**src/rtl/sis_pkg.sv**
```systemverilog
package sis_pkg;

    localparam int BYTE_W       = 8;
    localparam int ADDR_FIELD_W = 5;

    typedef enum logic [1:0] {
        CL_MODE = 2'b00,
        CL_DATA = 2'b01,
        CL_CTRL = 2'b10,
        CL_ADDR = 2'b11
    } cmd_class_t;

    typedef enum logic [1:0] {
        TG_DISP = 2'b00,
        TG_LED  = 2'b01,
        TG_KEYS = 2'b10,
        TG_SW   = 2'b11
    } target_t;

    typedef enum logic [2:0] {
        FR_CMD,
        FR_DISP,
        FR_LED,
        FR_READ,
        FR_SKIP
    } frame_t;

    typedef struct packed {
        cmd_class_t  cls;
        logic [5:0]  arg;
    } cmd_t;

    function automatic int fold_addr(int v, int last);
        return (v > last) ? v - (last + 1) : v;
    endfunction

    function automatic int next_addr(int v, int last);
        return (v >= last) ? 0 : v + 1;
    endfunction

endpackage

```
**src/rtl/sis_sync.sv**
```systemverilog
module sis_sync #(
    parameter int               WIDTH  = 3,
    parameter int               STAGES = 2,
    parameter logic [WIDTH-1:0] IDLE   = '0
) (
    input  logic             clk,
    input  logic             rst,
    input  logic [WIDTH-1:0] async_i,
    output logic [WIDTH-1:0] level_o
);
    for (genvar b = 0; b < WIDTH; b++) begin : g_bit
        logic [STAGES-1:0] chain_q;
        always_ff @(posedge clk) begin
            if (rst) chain_q <= {STAGES{IDLE[b]}};
            else     chain_q <= {chain_q[STAGES-2:0], async_i[b]};
        end
        assign level_o[b] = chain_q[STAGES-1];
    end
endmodule

```
**src/rtl/sis_byte_rx.sv**
```systemverilog
module sis_byte_rx
    import sis_pkg::*;
(
    input  logic              clk,
    input  logic              rst,
    input  logic              sclk_rise,
    input  logic              stb_level,
    input  logic              stb_edge,
    input  logic              din_level,
    output logic              byte_valid_o,
    output logic [BYTE_W-1:0] byte_o
);
    localparam int CW = $clog2(BYTE_W);

    logic [CW-1:0]     cnt_q;
    logic [BYTE_W-1:0] sh_q;
    logic [BYTE_W-1:0] next_sh;

    assign next_sh = {din_level, sh_q[BYTE_W-1:1]};

    always_ff @(posedge clk) begin
        if (rst) begin
            cnt_q        <= '0;
            sh_q         <= '0;
            byte_valid_o <= 1'b0;
            byte_o       <= '0;
        end else begin
            byte_valid_o <= 1'b0;
            if (stb_edge) begin
                cnt_q <= '0;
            end else if (sclk_rise && !stb_level) begin
                sh_q <= next_sh;
                if (cnt_q == CW'(BYTE_W - 1)) begin
                    byte_valid_o <= 1'b1;
                    byte_o       <= next_sh;
                    cnt_q        <= '0;
                end else begin
                    cnt_q <= cnt_q + 1'b1;
                end
            end
        end
    end

    AST_HIGH_IGNORED: assert property (@(posedge clk) disable iff (rst)
        (stb_level && !stb_edge) |=> ($stable(cnt_q) && !byte_valid_o));
    AST_EDGE_CLEARS: assert property (@(posedge clk) disable iff (rst)
        stb_edge |=> (cnt_q == '0 && !byte_valid_o));
    AST_VALID_PULSE: assert property (@(posedge clk) disable iff (rst)
        byte_valid_o |=> !byte_valid_o);
endmodule

```
**src/rtl/sis_cmd_ctrl.sv**
```systemverilog
module sis_cmd_ctrl
    import sis_pkg::*;
#(
    parameter int ADDR_LAST = 21,
    parameter int AW        = 5
) (
    input  logic              clk,
    input  logic              rst,
    input  logic              stb_edge,
    input  logic              byte_valid,
    input  logic [BYTE_W-1:0] byte_i,
    output logic              disp_we_o,
    output logic [AW-1:0]     disp_addr_o,
    output logic [7:0]        disp_data_o,
    output logic              led_we_o,
    output logic [3:0]        led_data_o,
    output logic              mode_we_o,
    output logic [5:0]        mode_code_o,
    output logic              ctrl_we_o,
    output logic [5:0]        ctrl_code_o,
    output logic              rd_start_o,
    output logic              rd_sel_sw_o
);
    frame_t        frame_q;
    logic [AW-1:0] addr_q;
    logic          fixed_q;
    cmd_t          cmd;
    target_t       tgt;

    assign cmd = cmd_t'(byte_i);
    assign tgt = target_t'(cmd.arg[1:0]);

    always_ff @(posedge clk) begin
        if (rst) begin
            frame_q     <= FR_CMD;
            addr_q      <= '0;
            fixed_q     <= 1'b0;
            disp_we_o   <= 1'b0;
            disp_addr_o <= '0;
            disp_data_o <= '0;
            led_we_o    <= 1'b0;
            led_data_o  <= '0;
            mode_we_o   <= 1'b0;
            mode_code_o <= '0;
            ctrl_we_o   <= 1'b0;
            ctrl_code_o <= '0;
            rd_start_o  <= 1'b0;
            rd_sel_sw_o <= 1'b0;
        end else begin
            disp_we_o  <= 1'b0;
            led_we_o   <= 1'b0;
            mode_we_o  <= 1'b0;
            ctrl_we_o  <= 1'b0;
            rd_start_o <= 1'b0;
            if (stb_edge) begin
                frame_q <= FR_CMD;
            end else if (byte_valid) begin
                unique case (frame_q)
                    FR_CMD: begin
                        unique case (cmd.cls)
                            CL_MODE: begin
                                mode_we_o   <= 1'b1;
                                mode_code_o <= cmd.arg;
                                frame_q     <= FR_SKIP;
                            end
                            CL_CTRL: begin
                                ctrl_we_o   <= 1'b1;
                                ctrl_code_o <= cmd.arg;
                                frame_q     <= FR_SKIP;
                            end
                            CL_ADDR: begin
                                addr_q  <= AW'(fold_addr(32'(cmd.arg[ADDR_FIELD_W-1:0]), ADDR_LAST));
                                frame_q <= FR_DISP;
                            end
                            CL_DATA: begin
                                fixed_q <= cmd.arg[2];
                                unique case (tgt)
                                    TG_DISP: frame_q <= FR_DISP;
                                    TG_LED:  frame_q <= FR_LED;
                                    TG_KEYS, TG_SW: begin
                                        rd_start_o  <= 1'b1;
                                        rd_sel_sw_o <= (tgt == TG_SW);
                                        frame_q     <= FR_READ;
                                    end
                                endcase
                            end
                        endcase
                    end
                    FR_DISP: begin
                        disp_we_o   <= 1'b1;
                        disp_addr_o <= addr_q;
                        disp_data_o <= byte_i;
                        if (!fixed_q) addr_q <= AW'(next_addr(32'(addr_q), ADDR_LAST));
                    end
                    FR_LED: begin
                        led_we_o   <= 1'b1;
                        led_data_o <= byte_i[3:0];
                    end
                    default: ;
                endcase
            end
        end
    end

    AST_ONE_STROBE: assert property (@(posedge clk) disable iff (rst)
        $onehot0({disp_we_o, led_we_o, mode_we_o, ctrl_we_o, rd_start_o}));
    AST_ADDR_RANGE: assert property (@(posedge clk) disable iff (rst)
        disp_we_o |-> (disp_addr_o <= AW'(ADDR_LAST)));
    AST_WE_AFTER_BYTE: assert property (@(posedge clk) disable iff (rst)
        (disp_we_o || led_we_o || mode_we_o || ctrl_we_o) |-> $past(byte_valid));
    AST_FIXED_HOLD: assert property (@(posedge clk) disable iff (rst)
        (disp_we_o && fixed_q) |-> (addr_q == disp_addr_o));
    AST_AUTO_STEP: assert property (@(posedge clk) disable iff (rst)
        (disp_we_o && !fixed_q) |->
            (addr_q == ((disp_addr_o == AW'(ADDR_LAST)) ? '0 : disp_addr_o + 1'b1)));
endmodule

```
**src/rtl/sis_rd_shift.sv**
```systemverilog
module sis_rd_shift
    import sis_pkg::*;
#(
    parameter int KEY_BITS = 24,
    parameter int SW_BITS  = 4
) (
    input  logic                clk,
    input  logic                rst,
    input  logic                rd_start,
    input  logic                rd_sel_sw,
    input  logic [KEY_BITS-1:0] key_bits,
    input  logic [SW_BITS-1:0]  sw_bits,
    input  logic                sclk_fall,
    input  logic                stb_level,
    input  logic                stb_edge,
    output logic                pull_low_o
);
    localparam int STREAM = (KEY_BITS > BYTE_W) ? KEY_BITS : BYTE_W;
    localparam int IW     = $clog2(STREAM + 1);

    logic [STREAM-1:0] snap_q;
    logic [IW-1:0]     len_q;
    logic [IW-1:0]     idx_q;
    logic              active_q;

    always_ff @(posedge clk) begin
        if (rst) begin
            snap_q     <= '0;
            len_q      <= '0;
            idx_q      <= '0;
            active_q   <= 1'b0;
            pull_low_o <= 1'b0;
        end else if (stb_edge) begin
            active_q   <= 1'b0;
            idx_q      <= '0;
            pull_low_o <= 1'b0;
        end else if (rd_start) begin
            active_q   <= 1'b1;
            idx_q      <= '0;
            pull_low_o <= 1'b0;
            snap_q     <= rd_sel_sw ? STREAM'(sw_bits) : STREAM'(key_bits);
            len_q      <= rd_sel_sw ? IW'(BYTE_W) : IW'(KEY_BITS);
        end else if (sclk_fall && active_q && !stb_level) begin
            if (idx_q < len_q) begin
                pull_low_o <= ~snap_q[idx_q];
                idx_q      <= idx_q + 1'b1;
            end else begin
                pull_low_o <= 1'b0;
            end
        end
    end

    AST_IDLE_RELEASE: assert property (@(posedge clk) disable iff (rst)
        !active_q |-> !pull_low_o);
    AST_DRIVE_ON_FALL: assert property (@(posedge clk) disable iff (rst)
        (!$stable(pull_low_o) && pull_low_o) |-> $past(sclk_fall));
    AST_STB_RELEASE: assert property (@(posedge clk) disable iff (rst)
        stb_edge |=> !pull_low_o);
endmodule

```
**src/rtl/strobed_serial_if.sv**
```systemverilog
module strobed_serial_if
    import sis_pkg::*;
#(
    parameter int ADDR_LAST   = 21,
    parameter int KEY_BITS    = 24,
    parameter int SW_BITS     = 4,
    parameter int SYNC_STAGES = 2,
    localparam int AW         = $clog2(ADDR_LAST + 1)
) (
    input  logic                clk,
    input  logic                rst,
    input  logic                ser_clk_i,
    input  logic                ser_stb_i,
    input  logic                ser_din_i,
    input  logic [KEY_BITS-1:0] key_bits_i,
    input  logic [SW_BITS-1:0]  sw_bits_i,
    output logic                ser_dout_low_o,
    output logic                disp_we_o,
    output logic [AW-1:0]       disp_addr_o,
    output logic [7:0]          disp_data_o,
    output logic                led_we_o,
    output logic [3:0]          led_data_o,
    output logic                mode_we_o,
    output logic [5:0]          mode_code_o,
    output logic                ctrl_we_o,
    output logic [5:0]          ctrl_code_o
);
    logic [2:0]        lvl;
    logic              sclk_prev_q, stb_prev_q;
    logic              sclk_rise, sclk_fall, stb_edge;
    logic              byte_valid;
    logic [BYTE_W-1:0] rx_byte;
    logic              rd_start, rd_sel_sw;

    sis_sync #(.WIDTH(3), .STAGES(SYNC_STAGES), .IDLE(3'b011)) u_sync (
        .clk     (clk),
        .rst     (rst),
        .async_i ({ser_din_i, ser_stb_i, ser_clk_i}),
        .level_o (lvl)
    );

    always_ff @(posedge clk) begin
        if (rst) begin
            sclk_prev_q <= 1'b1;
            stb_prev_q  <= 1'b1;
        end else begin
            sclk_prev_q <= lvl[0];
            stb_prev_q  <= lvl[1];
        end
    end

    assign sclk_rise = lvl[0] & ~sclk_prev_q;
    assign sclk_fall = ~lvl[0] & sclk_prev_q;
    assign stb_edge  = lvl[1] ^ stb_prev_q;

    sis_byte_rx u_rx (
        .clk          (clk),
        .rst          (rst),
        .sclk_rise    (sclk_rise),
        .stb_level    (lvl[1]),
        .stb_edge     (stb_edge),
        .din_level    (lvl[2]),
        .byte_valid_o (byte_valid),
        .byte_o       (rx_byte)
    );

    sis_cmd_ctrl #(.ADDR_LAST(ADDR_LAST), .AW(AW)) u_ctrl (
        .clk         (clk),
        .rst         (rst),
        .stb_edge    (stb_edge),
        .byte_valid  (byte_valid),
        .byte_i      (rx_byte),
        .disp_we_o   (disp_we_o),
        .disp_addr_o (disp_addr_o),
        .disp_data_o (disp_data_o),
        .led_we_o    (led_we_o),
        .led_data_o  (led_data_o),
        .mode_we_o   (mode_we_o),
        .mode_code_o (mode_code_o),
        .ctrl_we_o   (ctrl_we_o),
        .ctrl_code_o (ctrl_code_o),
        .rd_start_o  (rd_start),
        .rd_sel_sw_o (rd_sel_sw)
    );

    sis_rd_shift #(.KEY_BITS(KEY_BITS), .SW_BITS(SW_BITS)) u_rd (
        .clk        (clk),
        .rst        (rst),
        .rd_start   (rd_start),
        .rd_sel_sw  (rd_sel_sw),
        .key_bits   (key_bits_i),
        .sw_bits    (sw_bits_i),
        .sclk_fall  (sclk_fall),
        .stb_level  (lvl[1]),
        .stb_edge   (stb_edge),
        .pull_low_o (ser_dout_low_o)
    );

    AST_NO_DRIVE_STB_HIGH: assert property (@(posedge clk) disable iff (rst)
        (lvl[1] && stb_prev_q) |-> !ser_dout_low_o);
endmodule

```
**config.mk**
```make
export PLATFORM = sky130hd
export DESIGN_NAME = strobed_serial_if
export DESIGN_NICKNAME = d
export VERILOG_FILES = /design/src/rtl/sis_pkg.sv /design/src/rtl/sis_sync.sv /design/src/rtl/sis_byte_rx.sv /design/src/rtl/sis_cmd_ctrl.sv /design/src/rtl/sis_rd_shift.sv /design/src/rtl/strobed_serial_if.sv
export SDC_FILE = /design/constraint.sdc
export NUM_CORES = 1
export LEC_CHECK = 0
export ABC_AREA = 1
export BUFFER_PORTS_ARGS = -buffer_cell sky130_fd_sc_hd__buf_2
export CORE_ASPECT_RATIO = 1.5
export CORE_MARGIN = 3
export CORE_UTILIZATION = 39
export CTS_BUF_LIST = sky130_fd_sc_hd__clkbuf_8
export CTS_CLUSTER_DIAMETER = 80
export DETAILED_ROUTE_END_ITERATION = 10
export HOLD_SLACK_MARGIN = 0.03
export PLACE_DENSITY = 0.62
export SLEW_MARGIN = 20
export SYNTH_ARGS = -nofsm -noshare
export SYNTH_HDL_FRONTEND = slang
export SYNTH_HIERARCHICAL = 1
export SYNTH_SLANG_ARGS = --single-unit
```
**constraint.sdc**
```tcl
create_clock -name clk -period 2.02 [get_ports clk]
set_input_delay 0.101 -clock clk [delete_from_list [all_inputs] [get_ports clk]]
set_output_delay 0.101 -clock clk [all_outputs]
set_load 0.02 [all_outputs]
```
# Yosys cells after proc, flatten, opt, wreduce, memory -nomap -nowiden
# Index checks and enable logic that the tools add are counted.
classes:
  add_sub_neg: 4
  n_lt_le_gt_ge: 4
  muxes: 19
  reduce_logical: 28
  n_eq_ne: 11
  bitwise: 11
op_table:
  columns: ["cell", "n"]
  rows:
  - ["2-to-1 mux 5 bit", 5]
  - ["2-to-1 mux 24 bit", 1]
  - ["one-hot mux 3 bit (3 select lines)", 2]
  - ["AND reduction 4 bit", 3]
  - ["adder 5 x 1 -> 5 bit, second input constant", 2]
  - ["one-hot mux 5 bit (2 select lines)", 1]
  - ["AND reduction 5 bit", 2]
  - ["AND reduction 3 bit", 3]
  - ["OR reduction 3 bit", 3]
  - ["equality test 2 bit, second input constant", 4]
  - ["2-to-1 mux 1 bit", 8]
  - ["NOT 1 bit", 8]
  - ["AND reduction 2 bit", 4]
  - ["less-than comparator 5 x 6 -> 1 bit, second input constant", 1]
  - ["OR reduction 2 bit", 3]
  - ["binary-select mux 1 bit (select 5 bit)", 1]
  - [">= comparator 5 bit, second input constant", 1]
  - ["greater-than comparator 5 bit, second input constant", 1]
  - ["less-than comparator 5 bit", 1]
  - ["OR reduction 5 bit", 1]
  - ["subtractor 5 bit, second input constant", 1]
  - ["equality test 2 x 1 -> 1 bit, second input constant", 2]
  - ["zero test 2 bit", 2]
  - ["inequality test 2 bit, second input constant", 2]
  - ["12 further kinds", 15]
word_totals:
  ff_bits: 108
  output_inout_bits: 34
  word_cells: 105

# Logic depth before layout (Yosys ltp)
logic_depth:
  depth_word: 5
  depth_mapped: 12
  ltp_nobuf: 11

# Hierarchy
# Netlist, hierarchy kept.
by_module_without_submodules:
  columns: ["module", "cells_each", "seq_area_each_um2", "instances", "area_each_um2"]
  rows:
  - ["sis_cmd_ctrl", 263, 880.8, 1, 1975.6]
  - ["sis_rd_shift", 228, 660.6, 1, 1540.2]
  - ["sis_byte_rx", 122, 380.4, 1, 842.1]
  - ["sis_sync", 22, 120.1, 1, 191.4]
  - ["strobed_serial_if", 14, 40.0, 1, 85.1]

# Worst setup path after synthesis
# No wires, ideal clock.
synth_timing:
  path_type: "reg-to-reg"
  from: "reg u_sync.g_bit[1].chain_q[1]"
  to: "reg u_ctrl.addr_q[2]"
  stages_incl_launch_ff: 13
  setup_time_ps: 114
  slack_ps: 442
  t_required_ps: 1906
  arrival_ps: 1465
  path_cell_list: "dfxtp_1 buf_4 inv_1 nand2_1 nand2_1 inv_1 nand2_1 nor2_1 nand3_4 inv_4 nand2_2 nor2_1 nor2_2"
synth_between:
  elab_chain_len: 3
synth_rtl:
  columns: ["item", "line_no", "text"]
  rows:
  - ["start, declared", "sis_sync.sv:12", "logic [STAGES-1:0] chain_q;"]
  - ["start signal, assigned", "sis_sync.sv:14", "if (rst) chain_q <= {STAGES{IDLE[b]}};"]
  - ["start signal, assigned", "sis_sync.sv:15", "else chain_q <= {chain_q[STAGES-2:0], async_i[b]};"]
  - ["XOR 1 bit", "strobed_serial_if.sv:54", "assign stb_edge = lvl[1] ^ stb_prev_q;"]
  - ["net stb_edge", "strobed_serial_if.sv:30", "logic sclk_rise, sclk_fall, stb_edge;"]
  - ["NOT 1 bit (no source line)", null, null]
  - ["AND reduction 5 bit (no source line)", null, null]
  - ["end signal, assigned", "sis_cmd_ctrl.sv:72", "addr_q <= AW'(fold_addr(32'(cmd.arg[ADDR_FIELD_W-1:0]), ADDR_LAST));"]
  - ["end signal, assigned", "sis_cmd_ctrl.sv:93", "if (!fixed_q) addr_q <= AW'(next_addr(32'(addr_q), ADDR_LAST));"]
  - ["end, declared", "sis_cmd_ctrl.sv:25", "logic [AW-1:0] addr_q;"]
# The timed path passes the listed nets, and every way through them passes these cells.
# A chain may end at the register's enable or synchronous reset.

# Worst setup path after layout
layout_timing:
  from: "reg u_sync.g_bit[1].chain_q[1]"
  to: "reg u_ctrl.disp_data_o[1]"
layout_between:
  elab_chain_len: 3
layout_rtl:
  columns: ["item", "line_no", "text"]
  rows:
  - ["XOR 1 bit", "strobed_serial_if.sv:54", null]
  - ["net stb_edge", "strobed_serial_if.sv:30", null]
  - ["NOT 1 bit (no source line)", null, null]
  - ["AND reduction 3 bit (no source line)", null, null]
  - ["end signal, assigned", "sis_cmd_ctrl.sv:92", "disp_data_o <= byte_i;"]
  - ["end, declared", "sis_cmd_ctrl.sv:14", "output logic [7:0] disp_data_o,"]
# The timed path passes the listed nets, and every way through them passes these cells.

==> results.md <==
* Hold Startpoint: key_bits_i[3]
* Type of origin of the critical path: flop
* Most frequent cells in the layout: nand2_1, nor2_1, dfxtp_1, inv_1, buf_2
* Clk_lat worst skew at about 370 ps
* Mapped Nets at 690
* Total congestion overflow at 0
* Fin Hold WS at ~110 ps
* Sequential area share after synthesis at around 45%
* Power per Cell Area at approximately 600 nW/um^2
* Gpl congestion at between 0.8 and 0.9
* Row cnt at 48
* Final #Nets at about 780
* Post-synthesis cell type count at 35
* Largest net degree at the start of global routing at 30
* IO Count at between 60 and 70
* Share of power burned in registers at 60.9%
* Slew headroom at roughly 67%
* Fin. Hold Viols at 0
* Number of DRC markers in iteration 0 at 220
* Leak Pwr at 2.46 nW
* CTS tree: yes
* Area grow syn2layout at 19.6%
* Clk_skew at about 12 ps
* Share of layout cells above drive strength 1 at between 10% and 20%
* Net Sw Power at roughly 0.80 mW
* Mapped cell area at roughly 4600 um^2
* Number of detailed-route iterations in the first pass at 4
* Hold depth at 5
* Min-Delay Path Class: input port to flop
* Fin Setup TNS at 0 ps
* Fin. max-slew vios at 0
* DR vias at about 4,300
* Max H-tree Level at 3
* Average wire per standard cell at 12.2 um
* Number of global-route vias before repair at about 4,100
* Final total power at 3.38 mW
* Core area at between 10,000 and 15,000 um^2
* Die Y at 140 um
* Combinational Power Share at under 10%
* Final WL at 11,000 um
* Hpwl dp at approximately 8200 um
* Initial Util at roughly 40%
* Slew @ Worst Pin at 492 ps
* R2R cell count at 9
* Switch share at between 20% and 30%
* Origin of the critical flop-to-flop path: u_sync/g_bit[1].chain_q[1]
* WS Path Type: flop to flop
* Synthesis Warnings at 6
* Fin crit period at between 1500 and 2000 ps
* Syn Area/Cell at roughly 7.1 um^2
* Tcrit/Tclk final at 87.7%
* Worst Path Arrival at roughly 2100 ps
* Reg-to-Reg End: u_ctrl/disp_data_o[1]
* Crit end category: flop
* VDD IR max at 344 uV
* Via/cell ratio at 4.76
* N_diodes at 0
* Crit path required time at around 2300 ps
* Clock power share at between 30% and 40%
* Endpoints failing setup at 0
* Status: complete, no violations
* WHS Endpoint: u_rd/snap_q[3]
* CTS buffer count at 9
* Int Pwr at between 2 and 3 mW
* I/O Buffers at 66
* Clock buffer depth at 2
* Reg2reg setup slack at 250 ps
* MaxCap Viol Count at 0
* GRT Util Overall at between 15 and 20%
* Gate Count Post-Synth at about 650
* CP max FO at 16
* # DRC at 0
* Clock root cell: clkbuf_8
* Clock slew at reported path FFs at 100 ps
* Synthesized flop and latch total at approximately 100
* Die Area at around 13,000 um^2
* First-pass GRT wire length at between 15,000 and 20,000 um
* Antenna-violating nets left at 0
* Clock sink total at 104
* Commonest non-fill, non-tap cell in the layout: nand2_1
* Initial antenna violation count at 0
* Fmax at 0.565 GHz
* Die Wd at around 95 um
* RSZ-0062 raised after global routing: no
-- critical path, stage by stage (launching register included) --
cell     delay, ps
dfxtp_2        420
inv_1           70
nand2_1         60
nand2_1        130
inv_1          100
nand2_1        170
nor2_4         240
buf_4          230
o21ai_0         90
a21oi_1        170
-- registers in the layout, indices dropped and copies added, names as in the netlist, 2 cells and up --
| register | count |
|---|---|
| u_rd/idx_q | 5 |
| u_ctrl/mode_code_o | 6 |
| u_ctrl/frame_q | 3 |
| u_ctrl/disp_addr_o | 5 |
| u_rx/byte_o | 8 |
| u_ctrl/addr_q | 5 |
| u_rd/snap_q | 24 |
| u_ctrl/led_data_o | 4 |
| u_ctrl/ctrl_code_o | 6 |
| u_ctrl/disp_data_o | 8 |
| u_rd/len_q | 2 |
| u_sync/g_bit.chain_q | 6 |
| u_rx/sh_q | 7 |
| u_rx/cnt_q | 3 |
-- cell type report --
| type | count | area (um^2) |
|---|---|---|
| Clock buffer | 9 | 124 |
| Clock inverter | 7 | 48.8 |
| Fill cell | 1192 | 6050 |
| Inverter | 85 | 322 |
| Multi-Input combinational cell | 438 | 2090 |
| Sequential cell | 104 | 2080 |
| Tap cell | 150 | 188 |
| Timing Repair Buffer | 104 | 683 |
-- synthesized netlist by cell type (all sizes together) --
master	count	share of area (%)
nand4	3	1.1
nand3	47	5.3
ha	8	2.2
buf	15	2.2
clkinv	1	0.081
o21a	1	0.16
o21ai	44	4.8
clkbuf	7	0.78
inv	84	6.9
a211oi	1	0.27
or2	1	0.14
nor2	112	10
dfxtp	104	45
nand2	155	13
nor4	1	0.46
a21oi	58	6.4
nor3	4	0.43
a31oi	1	0.14
o21bai	1	0.16
xnor2	1	0.19
-- how the worst max path moves through the flow --
| stage | cells after the start | start | endpoint | slack, ps |
|---|---|---|---|---|
| 2_1_floorplan | 12 | u_sync/g_bit[1].chain_q[1] | u_ctrl/addr_q[2] | 440 |
| 3_3_place_gp | 11 | u_sync/g_bit[1].chain_q[1] | u_ctrl/addr_q[2] | 230 |
| 3_5_place_dp | 9 | u_sync/g_bit[1].chain_q[1] | u_ctrl/disp_data_o[1] | 140 |
| 4_1_cts | 9 | u_sync/g_bit[1].chain_q[1] | u_ctrl/disp_data_o[1] | 120 |
| 5_1_grt | 9 | u_sync/g_bit[1].chain_q[1] | u_ctrl/disp_data_o[7] | 10 |
| 6_report | 9 | u_sync/g_bit[1].chain_q[1] | u_ctrl/disp_data_o[1] | 250 |
-- through the flow --
stage	worst slack (ps)	instances	utilization (%)	area (um^2)
2_1_floorplan	442	649	-	4630
3_3_place_gp	228	854	44.0	5100
3_5_place_dp	142	854	44.0	5100
4_1_cts	117	897	47.8	5540
5_1_grt	11.7	897	47.8	5540
6_report	249	897	47.8	5540
-- power groups by stage --
stage	sequential (mW)	clock [mW]	combinational, mW
after floorplan	2.11	0	0.0678
after global placement	2.11	0	0.112
after detailed placement	2.11	0	0.113
after CTS	2.06	1.22	0.154
after global routing	2.06	1.30	0.173
final	2.06	1.17	0.153
-- routing by layer --
metal	wire length, um	track usage [%]	vias to the layer above	part of all wire [%]
met5	0	0	-	0
met4	272	7.45	0	2.5
met3	400	2.97	23	3.6
met2	5710	31.5	93	52
met1	4600	19.5	1937	42
li1	-	-	2216	-
-- cell families after synthesis --
| logic type | Yosys count | synth area share [%] |
|---|---|---|
| adders and majority gates | 8 | 2.16 |
| and+or+nand+nor | 323 | 30.9 |
| AOI/OAI and AO/OA | 106 | 12.0 |
| DFF | 104 | 44.9 |
| buffers and inverters | 107 | 9.88 |
| xor gates and xnor gates | 1 | 0.189 |
-- repair_timing --
action	4_1_cts	5_1_grt
hold endpoints to repair	27	0
hold buffers	27	0
resized for setup	0	1
setup buffers	0	0
endpoints found under the setup margin	0	28
(Power assumes the default switching activity.)
